**src/rtl/ts_pkg.sv**
```systemverilog
// Package: shared types for the coherent timestamp reader.
// Assumes: nothing beyond IEEE 1800-2017.
package ts_pkg;

    // Read sequencer states, in the order the sequence visits them.
    typedef enum logic [2:0] {
        RS_IDLE = 3'd0,
        RS_HI0  = 3'd1,
        RS_LO   = 3'd2,
        RS_HI1  = 3'd3,
        RS_DONE = 3'd4
    } rd_state_t;

endpackage

```
**src/rtl/ts_counter.sv**
```systemverilog
// Module: ts_counter
// A 2*HALF_W free-running counter exposed as two halves. A reload is done by
// staging the low half and then writing the high half, which commits both.
// A clear-request write toggles an internal clear signal; the count is
// zeroed only on the write that raises it. Priority: clear > load > count.
// Assumes: strobes are single-cycle and synchronous to clk.
module ts_counter #(
    parameter int HALF_W = 32
) (
    input  logic              clk,
    input  logic              rst_n,
    input  logic              lo_we,
    input  logic              hi_we,
    input  logic [HALF_W-1:0] wdata,
    input  logic              clr_we,
    input  logic              clr_bit,
    output logic [HALF_W-1:0] cnt_hi,
    output logic [HALF_W-1:0] cnt_lo
);
    localparam int CNT_W = 2 * HALF_W;
    localparam logic [CNT_W-1:0] CNT_ONE = CNT_W'(1);

    logic [CNT_W-1:0]  cnt_q;
    logic [HALF_W-1:0] lo_stage_q;
    logic              tgl_q;
    logic              clr_rise;

    // Clear fires only on a request write that takes the toggle from low to high.
    assign clr_rise = clr_we & clr_bit & ~tgl_q;

    // Purpose: flip the internal clear signal on each request write.
    always_ff @(posedge clk) begin
        if (!rst_n)                tgl_q <= 1'b0;
        else if (clr_we && clr_bit) tgl_q <= ~tgl_q;
    end

    // Purpose: hold the low half of a pending reload.
    always_ff @(posedge clk) begin
        if (!rst_n)     lo_stage_q <= '0;
        else if (lo_we) lo_stage_q <= wdata;
    end

    // Purpose: the timestamp itself, with clear > load > increment.
    always_ff @(posedge clk) begin
        if (!rst_n)        cnt_q <= '0;
        else if (clr_rise) cnt_q <= '0;
        else if (hi_we)    cnt_q <= {wdata, lo_stage_q};
        else               cnt_q <= cnt_q + CNT_ONE;
    end

    assign cnt_hi = cnt_q[CNT_W-1:HALF_W];
    assign cnt_lo = cnt_q[HALF_W-1:0];

    // a rising clear signal is accompanied by a zero count.
    a_r7_clear_on_rise: assert property (@(posedge clk) disable iff (!rst_n)
        $rose(tgl_q) |-> (cnt_q == '0));

    // a clear rise beats a simultaneous high-half load.
    a_r8_clear_beats_load: assert property (@(posedge clk) disable iff (!rst_n)
        (hi_we && clr_rise) |=> (cnt_q == '0));

    // a high-half write commits the staged low half with it.
    a_r6_load_commit: assert property (@(posedge clk) disable iff (!rst_n)
        (hi_we && !clr_rise) |=> (cnt_q == {$past(wdata), $past(lo_stage_q)}));

    // with nothing else happening the count advances by one.
    a_r2_count_step: assert property (@(posedge clk) disable iff (!rst_n)
        (!hi_we && !clr_rise) |=> (cnt_q == $past(cnt_q) + CNT_ONE));

endmodule

```
**src/rtl/ts_read_seq.sv**
```systemverilog
// Module: ts_read_seq
// Sequencer that builds a coherent 2*HALF_W value from two halves sampled one
// per cycle: upper, lower, upper again; on an upper mismatch it retries the
// lower/upper pair with the new upper as reference, up to MAX_TRIES attempts.
// Assumes: the halves are live counter outputs; requests during a read are held.
module ts_read_seq
    import ts_pkg::*;
#(
    parameter int HALF_W    = 32,
    parameter int MAX_TRIES = 10
) (
    input  logic                clk,
    input  logic                rst_n,
    input  logic                req,
    input  logic [HALF_W-1:0]   cnt_hi,
    input  logic [HALF_W-1:0]   cnt_lo,
    output logic [2*HALF_W-1:0] rd_data,
    output logic                rd_valid,
    output logic                rd_fail
);
    localparam int TRY_W = $clog2(MAX_TRIES + 1);
    localparam logic [TRY_W-1:0] TRY_MAX = TRY_W'(MAX_TRIES);
    localparam logic [TRY_W-1:0] TRY_ONE = TRY_W'(1);

    rd_state_t           state_q, state_d;
    logic [HALF_W-1:0]   hi_ref_q;
    logic [HALF_W-1:0]   lo_q;
    logic [TRY_W-1:0]    try_q;
    logic                pend_q;
    logic [2*HALF_W-1:0] data_q;
    logic                fail_q;
    logic                hi_match;
    logic                at_limit;

    assign hi_match = (cnt_hi == hi_ref_q);
    assign at_limit = (try_q == TRY_MAX);

    // Purpose: next-state selection for the sampling sequence.
    always_comb begin
        state_d = state_q;
        unique case (state_q)
            RS_IDLE: if (req || pend_q) state_d = RS_HI0;
            RS_HI0:  state_d = RS_LO;
            RS_LO:   state_d = RS_HI1;
            RS_HI1:  state_d = (hi_match || at_limit) ? RS_DONE : RS_LO;
            RS_DONE: state_d = RS_IDLE;
            default: state_d = RS_IDLE;
        endcase
    end

    // Purpose: state register.
    always_ff @(posedge clk) begin
        if (!rst_n) state_q <= RS_IDLE;
        else        state_q <= state_d;
    end

    // Purpose: remember a request that arrives while a read is in progress.
    always_ff @(posedge clk) begin
        if (!rst_n)                  pend_q <= 1'b0;
        else if (state_q == RS_IDLE) pend_q <= 1'b0;
        else if (req)                pend_q <= 1'b1;
    end

    // Purpose: capture the halves and count attempts.
    always_ff @(posedge clk) begin
        if (!rst_n) begin
            hi_ref_q <= '0;
            lo_q     <= '0;
            try_q    <= '0;
        end else begin
            unique case (state_q)
                RS_HI0: begin
                    hi_ref_q <= cnt_hi;
                    try_q    <= TRY_ONE;
                end
                RS_LO:  lo_q <= cnt_lo;
                RS_HI1: if (!hi_match && !at_limit) begin
                    hi_ref_q <= cnt_hi;
                    try_q    <= try_q + TRY_ONE;
                end
                default: ;
            endcase
        end
    end

    // Purpose: register the result and the failure flag on completion.
    always_ff @(posedge clk) begin
        if (!rst_n) begin
            data_q <= '0;
            fail_q <= 1'b0;
        end else if (state_q == RS_HI1) begin
            if (hi_match) begin
                data_q <= {hi_ref_q, lo_q};
                fail_q <= 1'b0;
            end else if (at_limit) begin
                data_q <= {cnt_hi, lo_q};
                fail_q <= 1'b1;
            end
        end
    end

    assign rd_data  = data_q;
    assign rd_fail  = fail_q;
    assign rd_valid = (state_q == RS_DONE);

    // upper sample is followed by the lower one.
    a_r3_hi0_then_lo: assert property (@(posedge clk) disable iff (!rst_n)
        (state_q == RS_HI0) |=> (state_q == RS_LO));

    // lower sample is followed by the check of the upper half.
    a_r3_lo_then_hi1: assert property (@(posedge clk) disable iff (!rst_n)
        (state_q == RS_LO) |=> (state_q == RS_HI1));

    // the attempt count never passes its bound.
    a_r4_try_bound: assert property (@(posedge clk) disable iff (!rst_n)
        (try_q <= TRY_MAX));

    // the failure flag only rises together with a completion.
    a_r4_fail_with_valid: assert property (@(posedge clk) disable iff (!rst_n)
        $rose(fail_q) |-> rd_valid);

    // valid is a single-cycle pulse.
    a_r9_valid_pulse: assert property (@(posedge clk) disable iff (!rst_n)
        rd_valid |=> !rd_valid);

    // a request seen mid-read is remembered.
    a_r9_req_held: assert property (@(posedge clk) disable iff (!rst_n)
        (req && state_q != RS_IDLE) |=> pend_q);

endmodule

```
**src/rtl/ts_coherent_reader.sv**
```systemverilog
// Module: ts_coherent_reader (top)
// Combines the split-access timestamp counter with the coherent read
// sequencer. The sequencer sees only the counter halves, as a bus master would.
// Assumes: one clock domain, synchronous active-low reset.
module ts_coherent_reader #(
    parameter int HALF_W    = 32,
    parameter int MAX_TRIES = 10
) (
    input  logic                clk,
    input  logic                rst_n,
    input  logic                rd_req,
    input  logic                wr_lo,
    input  logic                wr_hi,
    input  logic [HALF_W-1:0]   wr_data,
    input  logic                wr_ctl,
    input  logic                ctl_clr,
    output logic [2*HALF_W-1:0] rd_data,
    output logic                rd_valid,
    output logic                rd_fail
);
    logic [HALF_W-1:0] ts_hi;
    logic [HALF_W-1:0] ts_lo;

    ts_counter #(.HALF_W(HALF_W)) u_counter (
        .clk     (clk),
        .rst_n   (rst_n),
        .lo_we   (wr_lo),
        .hi_we   (wr_hi),
        .wdata   (wr_data),
        .clr_we  (wr_ctl),
        .clr_bit (ctl_clr),
        .cnt_hi  (ts_hi),
        .cnt_lo  (ts_lo)
    );

    ts_read_seq #(.HALF_W(HALF_W), .MAX_TRIES(MAX_TRIES)) u_seq (
        .clk      (clk),
        .rst_n    (rst_n),
        .req      (rd_req),
        .cnt_hi   (ts_hi),
        .cnt_lo   (ts_lo),
        .rd_data  (rd_data),
        .rd_valid (rd_valid),
        .rd_fail  (rd_fail)
    );

endmodule

```
**config.mk**
```make
export PLATFORM = sky130hd
export DESIGN_NAME = ts_coherent_reader
export DESIGN_NICKNAME = d
export VERILOG_FILES = /design/src/rtl/ts_pkg.sv /design/src/rtl/ts_counter.sv /design/src/rtl/ts_read_seq.sv /design/src/rtl/ts_coherent_reader.sv
export SDC_FILE = /design/constraint.sdc
export NUM_CORES = 1
export LEC_CHECK = 0
export CAP_MARGIN = 25
export CORE_ASPECT_RATIO = 2
export CORE_UTILIZATION = 45
export CTS_BUF_LIST = sky130_fd_sc_hd__clkbuf_8
export CTS_CLUSTER_SIZE = 20
export DETAILED_ROUTE_END_ITERATION = 10
export DONT_BUFFER_PORTS = 1
export RECOVER_POWER = 100
export SLEW_MARGIN = 10
export SYNTH_ARGS = -nofsm -noshare
export SYNTH_HDL_FRONTEND = slang
export SYNTH_SLANG_ARGS = --single-unit
```
**constraint.sdc**
```tcl
create_clock -name clk -period 2.4 [get_ports clk]
set_clock_uncertainty 0.05 [all_clocks]
set_input_delay 0 -clock clk [delete_from_list [all_inputs] [get_ports clk]]
set_output_delay 0 -clock clk [all_outputs]
set_load 0.005 [all_outputs]
```
## Yosys cells after proc, flatten, opt, wreduce, memory -nomap -nowiden

Index checks and enable logic that the tools add are counted.

- Register bits after elaboration: 234
- Bits in latches: 0
- Bits in writable memories: 0
- Memory bits (read-only): 0
- Input port bits: 39
- Output and inout bits: 66
- Memories kept: 0

- $add $sub $neg: 2
- Multiply operators: 0
- Div/mod/pow operators: 0
- Magnitude comparators: 0
- Equality and inequality tests: 8
- Shift operators: 0
- Mux-type cells: 12
- Bitwise logic cells: 4
- Reductions and logical operators: 13

Operators by type and width:

| kind | number |
|---|---|
| 64-bit two-way mux | 3 |
| 64-bit by 1-bit adder with 64-bit output, second input constant | 1 |
| 32-bit case mux with 2 select lines | 1 |
| 32-bit equality test | 1 |
| 32-bit two-way mux | 1 |
| 3-bit case mux with 4 select lines | 1 |
| 4-bit case mux with 2 select lines | 1 |
| 3-bit by 2-bit equality test with 1-bit output, second input constant | 2 |
| 3-bit two-way mux | 2 |
| 4-bit by 1-bit adder with 4-bit output, second input constant | 1 |
| 4-bit equality test, second input constant | 1 |
| 4-bit two-way mux | 1 |
| 2-bit by 1-bit inequality test with 1-bit output, second input constant | 2 |
| 2-bit AND reduction | 2 |
| 2-bit nonzero test | 2 |
| 2-bit OR reduction | 2 |
| 3-bit by 1-bit equality test with 1-bit output, second input constant | 1 |
| 3-bit equality test, second input constant | 1 |
| 3-bit logical NOT | 1 |
| 1-bit AND | 2 |
| 1-bit logical AND | 2 |
| 1-bit logical NOT | 2 |
| 1-bit logical OR | 2 |
| 1-bit two-way mux | 2 |
| 1-bit inverter | 2 |

## Longest topological paths before layout

Gate-level depths: netlist (run 1).

- Depth in word-level cells: 5
- Depth in mapped cells: 9
- Depth with buffers taken out: 7

## Hierarchy

From an unflattened synthesis (run 1), not the netlist that was laid out.

- Cells, all modules: 1163
- Area total of the unflattened synthesis: 10338.7 µm²

Modules (own cells, without submodules):

| module | instances | cells an instance | area an instance (µm²) |
|---|---|---|---|
| ts_read_seq | 1 | 616 | 5654.2 |
| ts_counter | 1 | 547 | 4684.5 |

## Worst setup path after synthesis (run 1)

No wires, ideal clock.

- Kind: reg-to-reg
- From: reg u_counter.cnt_q[0]
- To: reg u_counter.cnt_q[52]
- Setup time: 0.116 ns
- Data arrival time: 2.145 ns
- Required time: 2.234 ns
- Slack: 0.088 ns
- Stages on the path, launching flop included: 9
- Buffers on the path: 1
- Period minus slack after synthesis: 2.312 ns
- Cells stage by stage: dfxtp_1 > ha_1 > inv_1 > or4_4 > buf_6 > nor4_4 > nand4_1 > xnor2_1 > o211a_1

- Longest elaborated chain between the ends: 2

Ends and longest elaborated chain:

| element | line | text |
|---|---|---|
| from (decl) | ts_counter.sv:23 | `logic [CNT_W-1:0] cnt_q;` |
| from (signal assigned) | ts_counter.sv:47 | `else if (hi_we) cnt_q <= {wdata, lo_stage_q};` |
| from (signal assigned) | ts_counter.sv:48 | `else cnt_q <= cnt_q + CNT_ONE;` |
| 64-bit by 1-bit adder with 64-bit output | ts_counter.sv:48 |  |
| 64-bit two-way mux | ts_counter.sv:47 |  |

No other way between the ends.
A chain may end at the register's enable or synchronous reset.

## Worst setup path after layout (run 1)

- From: reg u_counter.cnt_q[9]
- To: reg u_counter.cnt_q[51]

The elaborated chain is that of the path after synthesis.

==> impl_metrics.py, run 1 <==
metrics = {
    "timing": {
        "setup_viol_count_final": 0,
        "slew_violations": 0,
        "timing.fmax_mhz": 430,
        "fin_crit_ns": 2.33,
        "max_slew_margin": 0.328,
        "fin_tns_setup_ns": 0,
        "finalCritPeriodShare": 0.969,
        "worst_pin_slew_ns": 1.00,
        "hold_viol": 0,
    },
    "finish": {
        "layout_commonest_cell": "nand2_1",
        "synthToLayoutAreaGrowth_pct": 29.7,
        "fillCellCount": 1941,
        "drive_gt1_frac": 0.102,
        "final_cell_mix": "nand2_1, dfxtp_1, dlygate4sd3_1, mux2i_1, buf_4",
        "postLayoutCoreUtil": 0.596,
        "finish.net_count": 1388,
    },
    "setup_path": {
        "cp.arrival_ns": 2.69,
        "path_max_fanout": 10,
        "end_kind": "register",
        "cp_slowest_stage_delay_ns": 0.68,
        "critical_path_class": "reg2reg",
        "start_kind": "register",
        "path_common_cell": "nand4_1",
        "slowest_stage": "or4_1",
        "path_cells": "nand4_1 > or4_1 > nor3_4 > buf_4 > nand4_1 > xor2_1 > a21oi_1",
        "required_ns": 2.76,
    },
    "logic_synthesis": {
        "synth_ff_type": "dfxtp_1",
        "synth_top_area_frac": 0.462,
        "synth.area.top_cells": "dfxtp_1, mux2i_1, nand2_1, xnor2_1, xor2_1",
        "ys_ff_latch": 234,
        "synth_warnings": 0,
        "synth-edff-count": 0,
        "syn_avg_cell_area_sq_um": 8.83,
        "yosysUniqueCellTypes": 46,
        "syn_inst": 1147,
        "async_flop_share": 0,
        "synth_area_leader_cell": "dfxtp_1",
        "syn_area_sq_mm": 0.0101,
        "synth_nets": 1189,
        "ys_seq_area_frac": 0.462,
    },
    "run_status": {
        "outcome": "finished, final reports clean",
    },
    "floorplanning": {
        "ios": 105,
        "core_area_sq_mm": 0.0221,
        "start_util": 0.459,
        "dieHeight_microns": 214,
        "num_rows": 77,
        "die_w_microns": 108,
        "die_area_sq_mm": 0.0232,
    },
    "global_route": {
        "grt_pass1_vias": 9079,
        "grt_use_total": 0.264,
        "grt_max_degree": 141,
        "grt-ovfl-total": 0,
        "grt_pass1_wl_mm": 47.2,
        "antenna_found_initial": 3,
    },
    "worst_hold_path": {
        "hp-class": "in2reg",
    },
    "placed_design": {
        "io_buffers": 0,
        "dp_hpwl_mm": 19.7,
        "gp_congestion": 0.903,
    },
    "route": {
        "antenna_left": 0,
        "drt_iter0_drc": 522,
        "wire_per_inst_microns": 18.1,
        "num_vias": 8735,
        "dr.pass1.iters": 5,
        "wirelength_mm": 29.7,
        "via_per_inst": 5.31,
        "drc_errors": 0,
    },
    "power_and_ir_drop": {
        "cellLeakagePower_nw": 4.87,
        "ir_drop_v": 0.000494,
        "p_per_area_mw_per_mm2": 628,
        "power.total_mw": 8.26,
    },
    "clocking": {
        "cts_tree": "done",
        "clk_latency_ns": 0.55,
        "cts_made_buffers": 35,
        "cts_max_level": 2,
        "cts_root_buffer": "clkbuf_8",
        "clk_pin_slew_ns": 0.07,
        "clockBufferDepth": 3,
        "clock_sinks": 234,
    },
    "flow_run": {
        "cap_violations": 0,
    },
}
## state kept, by name, indices dropped and copies added, names as in the netlist, 3 cells and up
signal and count:
u_seq.try_q 4, u_counter.lo_stage_q 32, u_seq.lo_q 32, u_seq.state_q 3
u_seq.rd_data 64, u_seq.hi_ref_q 32, u_counter.cnt_q 64
## metrics by stage
step / instance area, sq um / hold WS [ns] / setup slack [ns] / std cells
6_report: 13100 / 0.0864 / 0.0749 / 1646
5_1_grt: 13100 / 0.106 / -0.0157 / 1646
4_1_cts: 13100 / 0.0666 / 0.0553 / 1643
3_5_place_dp: 10800 / 0.0939 / 0.0655 / 1422
3_3_place_gp: 10800 / 0.0953 / 0.131 / 1422
2_1_floorplan: 10100 / 0.0860 / 0.0884 / 1147
## final timing paths
check | start | to | slack, ns | cells past startpoint
setup / recovery | u_counter.cnt_q[9] | u_counter.cnt_q[51] | 0.07 | 7
hold / removal | rst_n | u_seq.rd_data[0] | 0.09 | 3
setup reg to reg | u_counter.cnt_q[9] | u_counter.cnt_q[51] | 0.07 | 7
hold reg to reg | u_counter.lo_stage_q[5] | u_counter.cnt_q[5] | 0.40 | 2
## cell type report
cell class                 instances  area [sq um]  share of cell area
multi-input combinational        829          5140               0.391
sequential                       234          4690               0.357
inverter                           7          26.3             0.00200
antenna                            3          7.51            0.000571
clock buffer                      42           578              0.0440
timing repair buffer             239          2260               0.172
clock inverter                    16          92.6             0.00705
tap                              276           345              0.0263
## power by group
part | switching [mW] | total (mW) | internal, mW
clock | 1.58 | 3.26 | 1.69
sequential | 0.0992 | 4.11 | 4.01
combinational | 0.459 | 0.883 | 0.424
## per-layer routing
metal | vias up | share of wire | GRT usage
met5 | - | 0 | 0
met4 | 0 | 0.062 | 0.170
met3 | 80 | 0.030 | 0.0331
met2 | 205 | 0.54 | 0.488
met1 | 4174 | 0.37 | 0.270
li1 | 4276 | - | -
## cells by family after synthesis
group,after synthesis,synth area share
simple gates,449,0.200
flops,234,0.462
compound gates,151,0.0874
xor+xnor,93,0.0804
fa+ha+maj,3,0.00371
buf+inv,84,0.0347
mux,133,0.131
## worst max-delay path, delay by kind of cell (launching register included)
| family | cells | cell delay (ns) |
|---|---|---|
| AO/OA/AOI/OAI | 1 | 0.08 |
| XOR/XNOR | 1 | 0.19 |
| buffers and inverters | 1 | 0.23 |
| flip-flops | 1 | 0.37 |
| AND/OR/NAND/NOR | 4 | 1.28 |
## synthesized netlist by cell type (3+ instances only)
cell type and number:
buf_1 3, clkbuf_1 62, mux2i_1 133, a21boi_0 33, xnor2_1 55, nand2_1 270, o21ai_0 48, buf_4 6
nand3_1 25, a21oi_1 55, and4_1 8, a211oi_1 5, inv_1 7, ha_1 3, nor4_1 6, xor2_1 38
and3_1 13, nand4_1 28, o211a_1 3, nor2_1 63, dfxtp_1 234, and2_1 9, nor3_1 8, buf_2 5
## timing repair
item / CTS / global route
hold buffers: 163 / 0
resized for setup: 0 / 8
endpoints found under the setup margin: 0 / 30
setup buffers: 0 / 0
hold endpoints to repair: 228 / 0
No activity file was read; power rests on OpenSTA's default activity.
==> run 2, diff against run 1 <==
--- a/config.mk
+++ b/config.mk
@@ -9,9 +9,10 @@
 export CORE_ASPECT_RATIO = 2
 export CORE_UTILIZATION = 45
 export CTS_BUF_LIST = sky130_fd_sc_hd__clkbuf_8
-export CTS_CLUSTER_SIZE = 20
+export CTS_CLUSTER_SIZE = 40
 export DETAILED_ROUTE_END_ITERATION = 10
 export DONT_BUFFER_PORTS = 1
+export PLACE_DENSITY = 0.65
 export RECOVER_POWER = 100
 export SLEW_MARGIN = 10
 export SYNTH_ARGS = -nofsm -noshare
==> run 2 against run 1 <==
- combinational power increased by 1%
- clock power decreased by 3%
- sequential cell count did not move
- final cell count is 0.36% higher
- routed wire length grew 0.28%
- highest routed layer unchanged
==> impl_metrics.py, run 2 (synthesis gave the netlist of run 1 again) <==
metrics = {
    "floorplanning": {
        "ios": 105,
        "die_area_sq_mm": 0.0232,
        "dieHeight_microns": 214,
        "core_area_sq_mm": 0.0221,
        "start_util": 0.459,
        "num_rows": 77,
        "die_w_microns": 108,
    },
    "clocking": {
        "cts_root_buffer": "clkbuf_8",
        "cts_max_level": 2,
        "clk_pin_slew_ns": 0.07,
        "clockBufferDepth": 3,
        "clk_latency_ns": 0.55,
        "cts_tree": "done",
        "clock_sinks": 234,
        "cts_made_buffers": 34,
    },
    "finish": {
        "fillCellCount": 1921,
        "final_cell_mix": "nand2_1, dfxtp_1, dlygate4sd3_1, mux2i_1, buf_4",
        "finish.net_count": 1392,
        "synthToLayoutAreaGrowth_pct": 30.3,
        "multi_input_area_sq_mm": 0.00513,
        "postLayoutCoreUtil": 0.598,
        "stdcell_count": 1652,
        "drive_gt1_frac": 0.109,
        "seqCellArea_sq_mm": 0.00469,
        "layout_commonest_cell": "nand2_1",
    },
    "placed_design": {
        "dp_hpwl_mm": 19.0,
        "gp_congestion": 0.877,
        "dp.cells": 1425,
        "io_buffers": 0,
        "dpl_worst_slack_ns": -0.0792,
    },
    "setup_path": {
        "r2r_cells": 7,
        "critical_path_class": "reg2reg",
        "crit_start": "u_counter.cnt_q[4]",
        "r2r_slack_ns": 0.1,
        "r2r-end": "u_counter.cnt_q[52]",
        "cp_slowest_stage_delay_ns": 0.59,
        "end_kind": "register",
        "path_cells": "nand4_4 > or4_4 > nor4_1 > buf_4 > nand4_1 > xnor2_1 > o211a_1",
        "crit_end": "u_counter.cnt_q[52]",
        "slowest_stage": "or4_4",
        "path_max_fanout": 7,
        "cp.arrival_ns": 2.69,
        "timing.rr.start": "u_counter.cnt_q[4]",
        "start_kind": "register",
        "required_ns": 2.78,
    },
    "route": {
        "dr.pass1.iters": 5,
        "drt_iter0_drc": 467,
        "via_per_inst": 5.34,
        "drc_errors": 0,
        "wirelength_mm": 29.8,
        "antenna_left": 0,
        "wire_per_inst_microns": 18.1,
        "num_vias": 8828,
    },
    "global_route": {
        "grt_pass1_wl_mm": 46.7,
        "grt_pass1_vias": 9157,
        "grt_max_degree": 142,
        "antenna_found_initial": 2,
        "grt-ovfl-total": 0,
        "grt_use_total": 0.259,
    },
    "timing": {
        "slew_violations": 0,
        "whs_ns": 0.105,
        "timing.fmax_mhz": 434,
        "max_slew_margin": 0.421,
        "hold_viol": 0,
        "fin_ws_ns": 0.0976,
        "worst_pin_slew_ns": 0.868,
        "finalCritPeriodShare": 0.959,
        "setup_viol_count_final": 0,
        "fin_crit_ns": 2.30,
    },
    "power_and_ir_drop": {
        "cellLeakagePower_nw": 4.85,
        "p_per_area_mw_per_mm2": 618,
        "ir_drop_v": 0.000657,
    },
    "run_status": {
        "outcome": "finished, final reports clean",
    },
    "worst_hold_path": {
        "hp-class": "in2reg",
    },
    "flow_run": {
        "cap_violations": 0,
    },
}
## run 2: per-layer routing
metal,track usage,wire (microns),up-vias,part of all wire
li1,-,-,4271,-
met1,0.270,10900,4229,0.37
met5,0,0,-,0
met4,0.162,1790,0,0.060
met2,0.472,15900,238,0.53
met3,0.0337,1160,90,0.039
## run 2: report_power, final
group	total (mW)	internal, mW	switching, mW
Clock	3.16	1.58	1.58
Sequential	4.11	4.01	0.0977
Combinational	0.892	0.433	0.459
Total	8.16	6.02	2.14
## run 2: area by class of cell
cell class,count,share of cell area
multi-input combinational,829,0.389
clock inverter,21,0.00976
sequential,234,0.355
clock buffer,38,0.0396
tap,276,0.0262
inverter,7,0.00199
timing repair buffer,244,0.178
antenna,3,0.000569
## run 2: repair_timing
item / 4_1_cts / 5_1_grt
hold endpoints to repair: 234 / 0
hold buffers: 160 / 0
resized for setup: 3 / 6
endpoints found under the setup margin: 98 / 81
cloned: 0 / 2
pin swaps: 0 / 3
setup buffers: 0 / 2
## run 2: through the flow
step,total power [mW],setup TNS (ns),cell area [sq um]
floorplan,4.63,0,10100
global placement,4.82,-0.0618,10800
detailed placement,4.83,-2.85,10800
CTS,8.21,0,13100
global route,8.47,-0.00576,13200
finish,8.16,0,13200
## run 2: worst max-delay path: cells and delay by family, from the launching register on
kind	cells	cell delay, ns
DFF	1	0.42
and+or+nand+nor	4	1.16
buffers and inverters	1	0.22
xor gates and xnor gates	1	0.14
AOI/OAI and AO/OA	1	0.20
## run 2: how the worst min path moves through the flow
stage | start | end | slack [ns] | cells after the start
5_1_grt | rst_n | u_seq.rd_data[50] | 0.09 | 3
2_1_floorplan | wr_data[6] | u_counter.cnt_q[38] | 0.09 | 2
3_5_place_dp | rst_n | u_seq.state_q[2] | 0.09 | 1
4_1_cts | rst_n | u_seq.hi_ref_q[27] | 0.06 | 3
6_report | rst_n | u_seq.pend_q | 0.11 | 3
3_3_place_gp | rst_n | u_seq.state_q[2] | 0.09 | 1
